<file path="src/rtl/otpw_pkg.sv">
package otpw_pkg;

  typedef enum logic [1:0] {
    ST_LOAD   = 2'd0,
    ST_IDLE   = 2'd1,
    ST_BURN   = 2'd2,
    ST_SETTLE = 2'd3
  } otpw_state_e;

  localparam logic [1:0] STAT_NONE = 2'b00;
  localparam logic [1:0] STAT_FAIL = 2'b10;
  localparam logic [1:0] STAT_OK   = 2'b11;

endpackage

</file>
<file path="src/rtl/otpw_seq.sv">
module otpw_seq
  import otpw_pkg::*;
#(
  parameter int PULSE_CYC  = 16,
  parameter int SETTLE_CYC = 4
) (
  input  logic clk,
  input  logic rst_n,
  input  logic start,
  output logic load_ev,
  output logic burn,
  output logic check_ev,
  output logic busy
);

  localparam int MAXC = (PULSE_CYC > SETTLE_CYC) ? PULSE_CYC : SETTLE_CYC;
  localparam int CW   = $clog2(MAXC + 1);

  otpw_state_e     state;
  logic [CW-1:0]   cnt;

  always_comb begin
    load_ev  = (state == ST_LOAD);
    burn     = (state == ST_BURN);
    check_ev = (state == ST_SETTLE) && (cnt == CW'(SETTLE_CYC - 1));
    busy     = (state != ST_IDLE);
  end

  always_ff @(posedge clk or negedge rst_n) begin
    if (!rst_n) begin
      state <= ST_LOAD;
      cnt   <= '0;
    end else begin
      case (state)
        ST_LOAD: state <= ST_IDLE;
        ST_IDLE: begin
          if (start) begin
            state <= ST_BURN;
            cnt   <= '0;
          end
        end
        ST_BURN: begin
          if (cnt == CW'(PULSE_CYC - 1)) begin
            state <= ST_SETTLE;
            cnt   <= '0;
          end else begin
            cnt <= cnt + 1'b1;
          end
        end
        ST_SETTLE: begin
          if (check_ev) begin
            state <= ST_IDLE;
            cnt   <= '0;
          end else begin
            cnt <= cnt + 1'b1;
          end
        end
        default: state <= ST_IDLE;
      endcase
    end
  end

endmodule

</file>
<file path="src/rtl/otpw_tapreg.sv">
module otpw_tapreg #(
  parameter int W = 8
) (
  input  logic         clk,
  input  logic         rst_n,
  input  logic         load_ev,
  input  logic         fuse_blown,
  input  logic [W-1:0] fuse_q,
  input  logic         wr_en,
  input  logic [W-1:0] wr_data,
  output logic [W-1:0] tap
);

  localparam logic [W-1:0] MIDSCALE = W'(1) << (W - 1);

  function automatic logic [W-1:0] power_on_code(input logic blown,
                                                 input logic [W-1:0] stored);
    return blown ? stored : MIDSCALE;
  endfunction

  always_ff @(posedge clk or negedge rst_n) begin
    if (!rst_n) begin
      tap <= MIDSCALE;
    end else if (load_ev) begin
      tap <= power_on_code(fuse_blown, fuse_q);
    end else if (wr_en) begin
      tap <= wr_data;
    end
  end

endmodule

</file>
<file path="src/rtl/otpw_status.sv">
module otpw_status
  import otpw_pkg::*;
#(
  parameter int W = 8
) (
  input  logic         clk,
  input  logic         rst_n,
  input  logic         load_ev,
  input  logic         fuse_blown,
  input  logic         attempt_ev,
  input  logic         check_ev,
  input  logic [W-1:0] fuse_q,
  input  logic [W-1:0] burn_val,
  input  logic         rd_req,
  output logic         attempted,
  output logic [1:0]   stat,
  output logic         rd_ack,
  output logic [1:0]   rd_stat
);

  function automatic logic verify_ok(input logic [W-1:0] readback,
                                     input logic [W-1:0] wanted);
    return (readback == wanted);
  endfunction

  always_ff @(posedge clk or negedge rst_n) begin
    if (!rst_n) begin
      attempted <= 1'b0;
      stat      <= STAT_NONE;
    end else if (load_ev) begin
      attempted <= fuse_blown;
      stat      <= fuse_blown ? STAT_OK : STAT_NONE;
    end else if (attempt_ev) begin
      attempted <= 1'b1;
      stat      <= STAT_FAIL;
    end else if (check_ev) begin
      stat[0]   <= verify_ok(fuse_q, burn_val);
    end
  end

  always_ff @(posedge clk or negedge rst_n) begin
    if (!rst_n) begin
      rd_ack  <= 1'b0;
      rd_stat <= 2'b00;
    end else begin
      rd_ack  <= rd_req;
      if (rd_req) rd_stat <= stat;
    end
  end

endmodule

</file>
<file path="src/rtl/otpw_wiper_ctrl.sv">
module otpw_wiper_ctrl #(
  parameter int W          = 8,
  parameter int PULSE_CYC  = 16,
  parameter int SETTLE_CYC = 4
) (
  input  logic         clk,
  input  logic         rst_n,
  input  logic         wr_valid,
  input  logic         wr_prog,
  input  logic [W-1:0] wr_data,
  input  logic         rd_req,
  output logic [W-1:0] tap_sel,
  output logic         busy,
  output logic         rd_ack,
  output logic [1:0]   rd_stat,
  output logic         fuse_burn,
  output logic [W-1:0] fuse_d,
  input  logic         fuse_blown,
  input  logic [W-1:0] fuse_q
);

  logic       load_ev;
  logic       check_ev;
  logic       busy_w;
  logic       attempted_q;
  logic [1:0] stat_w;
  logic       wr_accept;
  logic       norm_wr;
  logic       prog_req;

  assign wr_accept = wr_valid && !busy_w;
  assign norm_wr   = wr_accept && !wr_prog;
  assign prog_req  = wr_accept && wr_prog && !attempted_q;
  assign busy      = busy_w;

  otpw_seq #(.PULSE_CYC(PULSE_CYC), .SETTLE_CYC(SETTLE_CYC)) u_seq (
    .clk      (clk),
    .rst_n    (rst_n),
    .start    (prog_req),
    .load_ev  (load_ev),
    .burn     (fuse_burn),
    .check_ev (check_ev),
    .busy     (busy_w)
  );

  otpw_tapreg #(.W(W)) u_tap (
    .clk        (clk),
    .rst_n      (rst_n),
    .load_ev    (load_ev),
    .fuse_blown (fuse_blown),
    .fuse_q     (fuse_q),
    .wr_en      (norm_wr),
    .wr_data    (wr_data),
    .tap        (tap_sel)
  );

  always_ff @(posedge clk or negedge rst_n) begin
    if (!rst_n)        fuse_d <= '0;
    else if (prog_req) fuse_d <= tap_sel;
  end

  otpw_status #(.W(W)) u_stat (
    .clk        (clk),
    .rst_n      (rst_n),
    .load_ev    (load_ev),
    .fuse_blown (fuse_blown),
    .attempt_ev (prog_req),
    .check_ev   (check_ev),
    .fuse_q     (fuse_q),
    .burn_val   (fuse_d),
    .rd_req     (rd_req),
    .attempted  (attempted_q),
    .stat       (stat_w),
    .rd_ack     (rd_ack),
    .rd_stat    (rd_stat)
  );

endmodule

</file>
<file path="config.mk">
export PLATFORM = sky130hd
export DESIGN_NAME = otpw_wiper_ctrl
export DESIGN_NICKNAME = d
export VERILOG_FILES = /design/src/rtl/otpw_pkg.sv /design/src/rtl/otpw_seq.sv /design/src/rtl/otpw_tapreg.sv /design/src/rtl/otpw_status.sv /design/src/rtl/otpw_wiper_ctrl.sv
export SDC_FILE = /design/constraint.sdc
export NUM_CORES = 1
export LEC_CHECK = 0
export BUFFER_PORTS_ARGS = -buffer_cell sky130_fd_sc_hd__buf_2
export CAP_MARGIN = 40
export CORE_ASPECT_RATIO = 1.4
export CORE_UTILIZATION = 35
export CTS_CLUSTER_DIAMETER = 120
export CTS_CLUSTER_SIZE = 10
export DETAILED_ROUTE_END_ITERATION = 10
export PLACE_DENSITY = 0.7
export SLEW_MARGIN = 20
export SYNTH_ARGS = -nofsm -noshare
export SYNTH_HDL_FRONTEND = slang
export SYNTH_SLANG_ARGS = --single-unit
</file>
<file path="constraint.sdc">
create_clock -name clk -period 2.3 [get_ports clk]
set_clock_uncertainty 0.15 [all_clocks]
set_input_delay 0.23 -clock clk [delete_from_list [all_inputs] [get_ports clk]]
set_output_delay 0.23 -clock clk [all_outputs]
set_load 0.02 [all_outputs]
</file>
# ---- Yosys cells after proc, flatten, opt, wreduce, memory -nomap -nowiden
# Cells that the tools add are included.
dict set report word_totals {
  register_bits 29
  inputBits 22
  wordCells 52
  output_inout_bits 21
}
dict set report op_classes {
  mux 17
  n_addsub 1
  n_eq_ne 10
  n_reduce_logical 15
}
# operator n
set op_table {}
lappend op_table {{8-bit two-way mux} 3}
lappend op_table {{5-bit two-way mux} 3}
lappend op_table {{5-bit one-hot mux with 3 select lines} 1}
lappend op_table {{2-bit two-way mux} 5}
lappend op_table {{8-bit == test} 1}
lappend op_table {{2-bit one-hot mux with 4 select lines} 1}
lappend op_table {{3-bit nonzero test} 2}
lappend op_table {{5-bit by 1-bit adder with 5-bit output (second input constant)} 1}
lappend op_table {{5-bit by 2-bit == test with 1-bit output (second input constant)} 1}
lappend op_table {{5-bit by 4-bit == test with 1-bit output (second input constant)} 1}
lappend op_table {{1-bit logical AND} 5}
lappend op_table {{2-bit == test (second input constant)} 2}
lappend op_table {{1-bit two-way mux} 4}
lappend op_table {{2-bit by 1-bit inequality test with 1-bit output (second input constant)} 2}
lappend op_table {{2-bit inequality test (second input constant)} 2}
lappend op_table {{2-bit nonzero test} 2}
lappend op_table {{1-bit zero test} 3}
lappend op_table {{3-bit AND reduction} 1}
lappend op_table {{2-bit by 1-bit == test with 1-bit output (second input constant)} 1}
lappend op_table {{2-bit zero test} 1}
lappend op_table {{2-bit AND reduction} 1}

# ---- Depth between registers and ports, before layout
dict set report depth {
  word_depth 7
  ltp_mapped 7
  ltp_nobuf 7
}

# ---- By module
# From an unflattened synthesis, not the netlist that was laid out.
dict set report unflattened {
  hier_cells 130
  area_unflattened_um2 1500.2
}
# mod cells_each area_per_inst_um2 n_inst seq_area_each_um2
set modules_own_cells {}
lappend modules_own_cells {otpw_seq 50 483.0 1 175.2}
lappend modules_own_cells {otpw_tapreg 35 389.1 1 201.4}
lappend modules_own_cells {otpw_wiper_ctrl 19 351.6 1 200.2}
lappend modules_own_cells {otpw_status 26 276.5 1 125.1}

# ---- Least setup slack after synthesis
# OpenSTA, ideal clock, no wires.
dict set report synth_path {
  kind {register to register}
  startpoint {register u_seq.cnt[0]}
  endpoint {register u_seq.state[1]}
  synth_period_minus_slack_ns 1.817
  required_time_ns 2.023
  path_stages_with_launch 8
  setup_slack_ns 0.483
  setup_ns 0.127
  n_path_buf 0
  arrival_time_ns 1.540
  path_cell_list {dfrtp_1 ha_1 nand3_1 inv_1 ha_1 o22ai_2 a21oi_2 mux2_1}
}
dict set report synth_between {
  elab_chain_cells 4
  word_cells_on_any_way 6
  cone_classes {eq/ne (4); reduce/logical (2)}
}
# element line
set synth_rtl {}
lappend synth_rtl {{start: declaration} otpw_seq.sv:20} ;# logic [CW-1:0] cnt;
lappend synth_rtl {{start signal: assignment} otpw_seq.sv:47} ;# cnt <= cnt + 1'b1;
lappend synth_rtl {{start signal: assignment} otpw_seq.sv:55} ;# cnt <= cnt + 1'b1;
lappend synth_rtl {{5-bit by 2-bit == test with 1-bit output} otpw_seq.sv:25} ;# check_ev = (state == ST_SETTLE) && (cnt == CW'(SETTLE_CYC - 1));
lappend synth_rtl {{1-bit logical AND} otpw_seq.sv:25}
lappend synth_rtl {{2-bit inequality test (no source line)} -}
lappend synth_rtl {{3-bit AND reduction (no source line) (*)} -}
lappend synth_rtl {{end signal: assignment} otpw_seq.sv:31} ;# state <= ST_LOAD;
lappend synth_rtl {{end signal: assignment} otpw_seq.sv:35} ;# ST_LOAD: state <= ST_IDLE;
lappend synth_rtl {{end signal: assignment} otpw_seq.sv:38} ;# state <= ST_BURN;
lappend synth_rtl {{end: declaration} otpw_seq.sv:19} ;# otpw_state_e state;
# Every way passes the cells marked *; elsewhere a longest branch is shown, timed or not.
# A chain may end at the register's enable or synchronous reset.

# ---- Worst setup path after layout
# Ends and elaborated chain as after synthesis.

==> impl_results.md <==
* P_leak at 0.894 nW
* CP Max Fanout at 7
* Layout cell share with drive strength beyond 1 at 35.0%
* Vias at 1117
* Nets at 213
* Post-CTS resize count at 0
* # setup viols final at 0
* Core area at 4020 sq um
* WL/cell at 13.2 um
* Worst EP arrival at 1.95 ns
* Starting Density at 37.4%
* Synth Register Bits at 28
* Clock root cell: clkbuf_8
* Layout area overhead at 20.9%
* Initial antenna violation count at 0
* Primary FF master, synth: dfrtp_1
* Clock Sinks at 28
* Cts bufs inserted at 3
* ANT nets after route at 0
* Fin cells at 226
* Tot Pwr at 0.00244 W
* Post-synth top area share at 44.9%
* Power per cell area at 1340 nW/um^2
* HP Class: primary input to register
* Total die area at 4570 sq um
* Yosys cell types at 34
* Pin count of the biggest net entering global routing at 29
* Max-cap viol count at 0
* Post-CTS Setup Bufs at 0
* Register area share after synthesis at 46.7%
* DR iter-0 viols at 27
* Clock-pin slew on the worst setup and hold paths at 0.09 ns
* IO Port Bufs at 42
* Synth Cell Area at 1500 sq um
* Ys async rst share at 100%
* IO Count at 43
* Top-count cell post-synth: dfrtp_1
* Crit Path Class: register to register
* Row count at 27
* Diode count at 0
* CP endpoint kind: register
* Setup_tns at 0 ns
* Final hold vios at 0
* Post-synth EDFFs at 0
* Worst setup SP type: register
* DR pass1 iterations at 7
* Die Height at 79.6 um
* Max IR drop VDD at 0.717 mV
* Global route overflow at 0
* DR DRC count at 2
* Commonest cells in the netlist: dfrtp_1 (27), inv_1 (11), nor2_1 (9)
* Dpl hpwl at 2360 um
* First-pass GRT wire length at 5410 um
* Gp weighted congestion at 0.744
* Failing checks: design-rule violations
* Slew @ Worst Pin at 0.627 ns
* Worst Path Required at 2.32 ns
* RSZ-0062 raised after global routing: no
* Slew HR at 58.2%
* Pins over their slew limit at 0
* Overall routing resource usage at 15.1%
* Fmax achieved at 0.517 GHz
* Fin crit period at 1.93 ns
* H-tree levels at 1
* Hold Crit Depth at 3
* Vias per std cell at 4.94
* Clock latency on the worst-skew pair at 0.27 ns
* CTS Buffer Depth at 2
* Synth Net Count at 167
* Die width at 57.4 um
* Fin crit share at 84.0%
* Dpl cells at 220
* Final wirelength at 2990 um
* CTS tree: built
* Vias in the first global route at 1184
* Filler cells at 400
* Cells after synthesis at 138
* Reg2reg path depth at 7
* Status: finished, violations left
* Yosys warning total at 0
* Mean Syn Cell Area at 10.9 sq um
* Synth area leaders: dfrtp_1 (45%), mux2_4 (7.0%), ha_1 (5.8%)
* Synth area leader: dfrtp_1
## where the power goes
part	total (W)	switching (W)	internal (W)	leakage, nW
clock	0.000275	0.000151	0.000124	0.0228
sequential	0.000915	0.000192	0.000724	0.328
combinational	0.00125	0.000716	0.000537	0.543
## sequential cells by signal, indices dropped and copies added (netlist names)
register,count
u_stat.rd_ack,1
fuse_d,8
u_seq.state,2
u_tap.tap,8
u_stat.rd_stat,2
u_stat.stat,2
u_seq.cnt,5
## repair_timing
item	in CTS	in global routing
hold buffers	2	0
endpoints found under the hold margin	28	0
endpoints found under the setup margin	0	0
## final cells by class
| cell class | instances | area (sq um) | area share (%) |
|---|---|---|---|
| multi-input combinational | 93 | 727 | 40.0 |
| clock buffer | 4 | 45.0 | 2.48 |
| tap | 43 | 53.8 | 2.96 |
| timing repair buffer | 46 | 245 | 13.5 |
| inverter | 12 | 45.0 | 2.48 |
| sequential | 28 | 702 | 38.6 |
## worst max-delay path, stage by stage, from the launching register on
cell	delay, ns
dfrtp_1	0.42
ha_1	0.25
nand3_1	0.12
inv_1	0.05
ha_1	0.19
o22ai_2	0.29
a21oi_2	0.05
mux2_1	0.31
## placed cells by master (no fill, tap or decap), types with 3 or more instances in the layout
master	synthesis	final
a21boi_0	3	3
a21oi_1	7	7
a31oi_1	8	8
buf_2	3	42
clkbuf_8	0	3
dfrtp_1	27	27
ha_1	7	7
inv_1	11	11
mux2_4	7	7
nand2_1	6	6
nand3_1	3	3
nor2_1	9	9
nor2b_1	7	7
o21ai_0	7	7
xor2_1	8	8
## metrics by stage
step	setup WS (ns)	area (sq um)	utilization, %	hold WS [ns]
global placement	0.390	1750	43.6	0.130
floorplan	0.483	1500	-	-0.216
CTS	0.346	1820	45.2	0.0608
finish	0.367	1820	45.2	0.0506
global route	0.240	1820	45.2	0.0740
detailed placement	0.364	1750	43.6	0.144
## kinds of logic after synthesis
group / count (synthesis) / synth area share [%]
adders and majority gates: 7 / 5.82
muxes: 11 / 9.90
AOI/OAI and AO/OA: 34 / 14.8
and+or+nand+nor: 33 / 13.1
buffers and inverters: 17 / 4.99
DFF: 28 / 46.7
xor gates and xnor gates: 8 / 4.66
## final timing paths
path | start | endpoint | slack (ns)
worst min register to register | u_tap.tap[7] | u_tap.tap[7] | 0.35
worst min-delay path | wr_data[7] | u_tap.tap[7] | 0.05
worst max register to register | u_seq.cnt[0] | u_seq.state[1] | 0.37
max in group asynchronous | rst_n | u_stat.rd_stat[0] | 1.24
worst max-delay path | u_seq.cnt[0] | u_seq.state[1] | 0.37
min in group asynchronous | rst_n | u_seq.cnt[2] | 0.35
## layer usage
layer,vias to the layer above,share of wire (%),global-route usage (%)
met5,-,0,0
met4,0,1.2,5.12
met3,5,5.3,2.11
met2,36,48,26.5
met1,511,45,18.7
li1,565,-,-
Power figures use the tool's default switching activity.
